File: config.mk
export PLATFORM = sky130hd
export DESIGN_NAME = addr_cmd_register
export DESIGN_NICKNAME = d
export VERILOG_FILES = /design/src/rtl/acr_pkg.sv /design/src/rtl/acr_fanout_map.sv /design/src/rtl/acr_data_reg.sv /design/src/rtl/acr_parity_check.sv /design/src/rtl/addr_cmd_register.sv
export SDC_FILE = /design/constraint.sdc
export NUM_CORES = 1
export LEC_CHECK = 0
export ABC_CLOCK_PERIOD_IN_PS = 1060
export BUFFER_PORTS_ARGS = -buffer_cell sky130_fd_sc_hd__buf_2
export CORE_MARGIN = 2
export CORE_UTILIZATION = 43
export DETAILED_ROUTE_END_ITERATION = 10
export GPL_TIMING_DRIVEN = 1
export PLACE_DENSITY = 0.7
export SETUP_SLACK_MARGIN = 0.02
export SLEW_MARGIN = 15
export SYNTH_ARGS = -nofsm -noshare
export SYNTH_HDL_FRONTEND = slang
export SYNTH_SLANG_ARGS = --single-unit
File: constraint.sdc
create_clock -name clk -period 1.06 [get_ports clk]
set_input_delay 0.106 -clock clk [delete_from_list [all_inputs] [get_ports clk]]
set_output_delay 0.106 -clock clk [all_outputs]
set_load 0.005 [all_outputs]
File: src/rtl/acr_pkg.sv
package acr_pkg;
   typedef enum logic {WIDTH_ONE = 1'b0, WIDTH_TWO = 1'b1} width_e;
   typedef enum logic {ARR_UPPER = 1'b0, ARR_WEAVE = 1'b1} arr_e;

   // width of a down-counter that must hold values 0..n
   function automatic int cnt_width(input int n);
      return (n < 2) ? 1 : $clog2(n + 1);
   endfunction
endpackage

File: src/rtl/acr_fanout_map.sv
module acr_fanout_map #(
   parameter int IN_BITS   = 25,
   parameter int PAIR_BITS = 14,
   localparam int OUT_BITS = 2 * PAIR_BITS
) (
   input  logic [IN_BITS-1:0]  d,
   input  logic                width_sel,
   input  logic                arr_sel,
   output logic [OUT_BITS-1:0] mapped
);
   import acr_pkg::*;

   for (genvar o = 0; o < OUT_BITS; o++) begin : g_bit
      localparam int SRC_UP = o % PAIR_BITS;
      localparam int SRC_WV = o / 2;
      logic one_bit;
      if (o < IN_BITS) begin : g_used
         assign one_bit = d[o];
      end else begin : g_spare
         assign one_bit = 1'b0;
      end
      always_comb begin
         if (width_e'(width_sel) == WIDTH_ONE)
            mapped[o] = one_bit;
         else if (arr_e'(arr_sel) == ARR_UPPER)
            mapped[o] = d[SRC_UP];
         else
            mapped[o] = d[SRC_WV];
      end
   end
endmodule

File: src/rtl/acr_data_reg.sv
module acr_data_reg #(
   parameter int OUT_BITS = 28
) (
   input  logic                clk,
   input  logic                rst_n,
   input  logic                cs0_n,
   input  logic                cs1_n,
   input  logic [OUT_BITS-1:0] mapped,
   output logic [OUT_BITS-1:0] q,
   output logic                q_cs_n
);
   logic upd;
   assign upd = !(cs0_n && cs1_n);

   always_ff @(posedge clk or negedge rst_n) begin
      if (!rst_n) begin
         q      <= '0;
         q_cs_n <= 1'b0;
      end else if (upd) begin
         q      <= mapped;
         q_cs_n <= cs0_n;
      end
   end

   assert_hold_R5: assert property (@(posedge clk) disable iff (!rst_n)
      (cs0_n && cs1_n) |=> ($stable(q) && $stable(q_cs_n)));

   assert_sel_follow_R6: assert property (@(posedge clk) disable iff (!rst_n)
      !cs1_n |=> (q_cs_n == $past(cs0_n)));
endmodule

File: src/rtl/acr_parity_check.sv
module acr_parity_check #(
   parameter int IN_BITS   = 25,
   parameter int PAIR_BITS = 14,
   parameter int ERR_HOLD  = 2
) (
   input  logic               clk,
   input  logic               rst_n,
   input  logic [IN_BITS-1:0] d,
   input  logic               width_sel,
   input  logic               par_in,
   output logic               par_out,
   output logic               err_n
);
   import acr_pkg::*;
   localparam int CW = cnt_width(ERR_HOLD);

   logic          word_par;
   logic          residual;
   logic [CW-1:0] hold_cnt;

   assign residual = word_par ^ par_in;

   always_ff @(posedge clk or negedge rst_n) begin
      if (!rst_n) begin
         word_par <= 1'b0;
         par_out  <= 1'b0;
         hold_cnt <= '0;
      end else begin
         word_par <= (width_e'(width_sel) == WIDTH_TWO) ? ^d[PAIR_BITS-1:0] : ^d;
         par_out  <= residual;
         if (residual)
            hold_cnt <= CW'(ERR_HOLD);
         else if (hold_cnt != '0)
            hold_cnt <= hold_cnt - CW'(1);
      end
   end

   assign err_n = (hold_cnt == '0);

   assert_err_on_mismatch_R9: assert property (@(posedge clk) disable iff (!rst_n)
      residual |=> !err_n);

   assert_par_out_R8: assert property (@(posedge clk) disable iff (!rst_n)
      residual |=> par_out);

   assert_err_needs_cause_R9: assert property (@(posedge clk) disable iff (!rst_n)
      $fell(err_n) |-> $past(par_out ^ 1'b0) || par_out);
endmodule

File: src/rtl/addr_cmd_register.sv
module addr_cmd_register #(
   parameter int IN_BITS   = 25,
   parameter int PAIR_BITS = 14,
   parameter int ERR_HOLD  = 2,
   localparam int OUT_BITS = 2 * PAIR_BITS
) (
   input  logic                clk,
   input  logic                rst_n,
   input  logic                width_sel,
   input  logic                arr_sel,
   input  logic                cs0_n,
   input  logic                cs1_n,
   input  logic [IN_BITS-1:0]  d_in,
   input  logic                par_in,
   output logic [OUT_BITS-1:0] q_out,
   output logic                q_cs_n,
   output logic                par_out,
   output logic                err_n
);
   if (PAIR_BITS > IN_BITS) begin : g_bad_pair
      $error("PAIR_BITS must not exceed IN_BITS");
   end
   if (IN_BITS > OUT_BITS) begin : g_bad_out
      $error("IN_BITS must fit in the fan-out width");
   end
   if (ERR_HOLD < 1) begin : g_bad_hold
      $error("ERR_HOLD must be at least 1");
   end

   logic [OUT_BITS-1:0] mapped;

   acr_fanout_map #(.IN_BITS(IN_BITS), .PAIR_BITS(PAIR_BITS)) i_map (
      .d(d_in), .width_sel(width_sel), .arr_sel(arr_sel), .mapped(mapped));

   acr_data_reg #(.OUT_BITS(OUT_BITS)) i_dreg (
      .clk(clk), .rst_n(rst_n), .cs0_n(cs0_n), .cs1_n(cs1_n),
      .mapped(mapped), .q(q_out), .q_cs_n(q_cs_n));

   acr_parity_check #(.IN_BITS(IN_BITS), .PAIR_BITS(PAIR_BITS), .ERR_HOLD(ERR_HOLD)) i_par (
      .clk(clk), .rst_n(rst_n), .d(d_in), .width_sel(width_sel),
      .par_in(par_in), .par_out(par_out), .err_n(err_n));

   assert_straight_R1: assert property (@(posedge clk) disable iff (!rst_n)
      (!(cs0_n && cs1_n) && !width_sel) |=> (q_out[IN_BITS-1:0] == $past(d_in)));

   assert_upper_copy_R3: assert property (@(posedge clk) disable iff (!rst_n)
      (!(cs0_n && cs1_n) && width_sel && !arr_sel) |=>
         (q_out[PAIR_BITS-1:0] == q_out[OUT_BITS-1:PAIR_BITS]));

   assert_reset_clear_R7: assert property (@(posedge clk) disable iff (!rst_n)
      $rose(rst_n) |-> (q_out == '0 && !q_cs_n && !par_out && err_n));
endmodule

==> impl_metrics.tcl <==
set metrics [dict create \
    dr.first_iter.drc_count 91 \
    synth_top_family_by_area "compound AO/OA/AOI/OAI gates" \
    critPathMaxStageDelay_ns 0.39 \
    port_buffers 62 \
    violations "setup timing" \
    startpoint "i_par.hold_cnt[0]" \
    pre_cts_slack_ns -0.2427 \
    syn-cell-area_mm2 0.001762 \
    wl_per_cell_um 13.54 \
    dpl-instance-area_mm2 0.002326 \
    synth_seq_cells 33 \
    wl_met2_um 2118 \
    remaining_drc_errors 0 \
    route.met3.wl_um 232 \
    dieArea_mm2 0.004625 \
    reg2reg_to "i_par.hold_cnt[1]" \
    routed.top_layer "met4" \
    yosys.area.top_type "dfrtp_1" \
    rrSetupSlack_ns 0.02 \
    drive_gt1_frac 0.3696 \
    hold_path.class "in2reg" \
    met1_length_um 1967 \
    slowest_stage "dfrtp_1" \
    total_power_uw 3703 \
    critPathMaxFanout 3 \
    rsz0062_at_grt "yes" \
    synth_edf_count 0 \
    leakage_uw 0.001212 \
    dpl.hpwl_um 3473 \
    yosysUniqueCellTypes 19 \
    clk_latency_ns 0.28 \
    dieHeight_um 68.01 \
    gr-total-overflow 0 \
    antenna_found_initial 0 \
    status "finished with violations" \
    row_count 23 \
    min_period_ns 1.095 \
    grt_max_degree 34 \
    place_congestion 0.8458 \
    syn_area_per_cell_um2 9.175 \
    first_pass_iters 4 \
    drt-total-wl_um 4414 \
    grt_pass1_vias 1556 \
    cts_tree "yes" \
    drv_slew 0 \
    min_period_over_period 1.033 \
    stdcell_area_mm2 0.002456 \
    reg2regPathDepth 4 \
    critPathLaunchType "flop" \
    seq_area_frac_synth 0.4688 \
    vias 1592 \
    ioPinCount 63 \
    diodes 0 \
    clkTransAtPathRegs_ns 0.06 \
    ir_drop_uv 915.8 \
    crit_required_ns 0.95 \
    worstPathCellList "inv_2 -> ha_4 -> buf_6" \
    area_delta_synth_final_pct 39.42 \
    finalWorstSetupSlack_ns -0.03486 \
    synth_compound_area_frac 0.1463 \
    maxCapViolCount 0 \
    cp.arrival_ns 0.99 \
    whs_endpoint "i_dreg.q_cs_n" \
    max_slew_margin 0.7131 \
    rr_startpoint "i_par.hold_cnt[0]" \
    grt_pass1_wl_um 7314 \
    finClkSkew_ns 0.0004109 \
    critPathKind "reg2out" \
    finalSetupViolations 1 \
    async_flop_share 1.000 \
    vias_per_cell 4.883 \
    start_util 0.4436 \
    dieWidth_um 68.01 \
    ys_top_cells_by_count "nand2_1, o21ai_0, dfrtp_1, xnor2_1, mux2i_1" \
    synthMuxAreaShare 0.09162 \
    ant_nets 0 \
    hold_path.startpoint "cs1_n" \
    cts_htree_levels 2 \
    whs_path_depth 2 \
    tns_ns -0.03486 \
    ys.flop_type "dfrtp_1" \
    nets 309 \
    cts_sinks 33 \
    yosys.area.top_type_share 0.4688 \
    fillers 370 \
    endpoint_kind "output port" \
    synthCells 192 \
    grt_util_all_layers 0.2180 \
    synth_area_leaders "dfrtp_1, o21ai_0, xnor2_1" \
    p_per_area_mw_per_mm2 1508 \
    tightest_slew_ns 0.4293 \
    fmax_mhz 913.4 \
    numCtsBuffers 5 \
    fin_util 0.6185 \
    synth.net_count 225 \
    max-clock-path-buffers 2 \
    cts-root-buf "clkbuf_8" \
    synth-simple-area-share 0.1214 \
    yosysMostFrequentCell "nand2_1" \
    yosys_warnings 0 \
    finalHoldViolations 0 \
    synthAdderAreaFrac 0.007102 \
    synthXorXnorAreaFrac 0.1321 \
    core-area_mm2 0.003971 \
]
## report_power, final
part / switching [uW] / leakage [uW] / total (uW) / internal [uW]
logic: 548 / 0.000772 / 1220 / 673
clock network: 423 / 0.0000443 / 937 / 514
registers: 94.9 / 0.000396 / 1550 / 1450
total: 1070 / 0.00121 / 3700 / 2640
## per-layer routing
metal | track usage | up-vias
li1 | - | 803
met1 | 0.2681 | 728
met2 | 0.3665 | 51
met3 | 0.05592 | 10
met4 | 0.08250 | 0
met5 | 0 | -
## kinds of logic after synthesis
logic type	Yosys count
AOI/OAI and AO/OA	51
xor gates and xnor gates	25
adders and majority gates	1
buffers and inverters	15
DFF	33
muxes	16
and+or+nand+nor	51
## cell type report
type,count,area [um2],share of cell area
inverters,3,11.26,0.004585
multi-input cells,144,910.9,0.3709
repair buffers,89,559.3,0.2277
well taps,50,62.56,0.02547
flip-flops and latches,33,825.8,0.3362
clock buffers,7,86.33,0.03515
## registers in the layout, summed over array words and instances (netlist names)
| name | cells |
|---|---|
| i_par.hold_cnt | 2 |
| i_dreg.q | 28 |
| i_par.word_par | 1 |
| i_par.par_out | 1 |
| i_dreg.q_cs_n | 1 |
## critical path: cells and delay by family (launching register included)
family,cells,cell delay (ns)
fa+ha+maj,1,0.15
buf+inv,2,0.16
flops,1,0.39
## per-stage QoR
stage,cells,hold WS [ns]
4_1_cts,324,0.03747
5_1_grt,326,0.04849
3_5_place_dp,315,0.1577
6_report,326,0.03296
3_3_place_gp,315,0.1538
2_1_floorplan,192,-0.1896
## how the worst max path moves through the flow
stage,end,slack [ns]
after floorplan,i_par.word_par,-0.02
after global placement,i_par.word_par,-0.21
after detailed placement,i_par.word_par,-0.24
after CTS,err_n,-0.04
after global routing,err_n,-0.07
final,err_n,-0.03
## placed cells by master (no fill, tap or decap), types with 2 or more instances in the layout
cell | Yosys | routed
inv_2 | 0 | 2
buf_2 | 1 | 61
buf_12 | 0 | 3
mux2i_1 | 15 | 15
o21ai_0 | 38 | 38
dfrtp_1 | 33 | 33
buf_4 | 0 | 23
clkbuf_8 | 0 | 6
xnor2_1 | 18 | 17
nand2_1 | 40 | 40
xor2_1 | 6 | 5
a21oi_1 | 12 | 12
and3_1 | 6 | 6
## repair_timing
| item | 4_1_cts | 5_1_grt |
|---|---|---|
| hold endpoints to repair | 33 | 0 |
| buffers inserted | 1 | 2 |
| hold buffers | 1 | 0 |
| resized for setup | 4 | 1 |
| setup endpoints to repair | 2 | 3 |
| pin swaps | 1 | 1 |
Note: power is estimated with default switching activity, not from simulation.
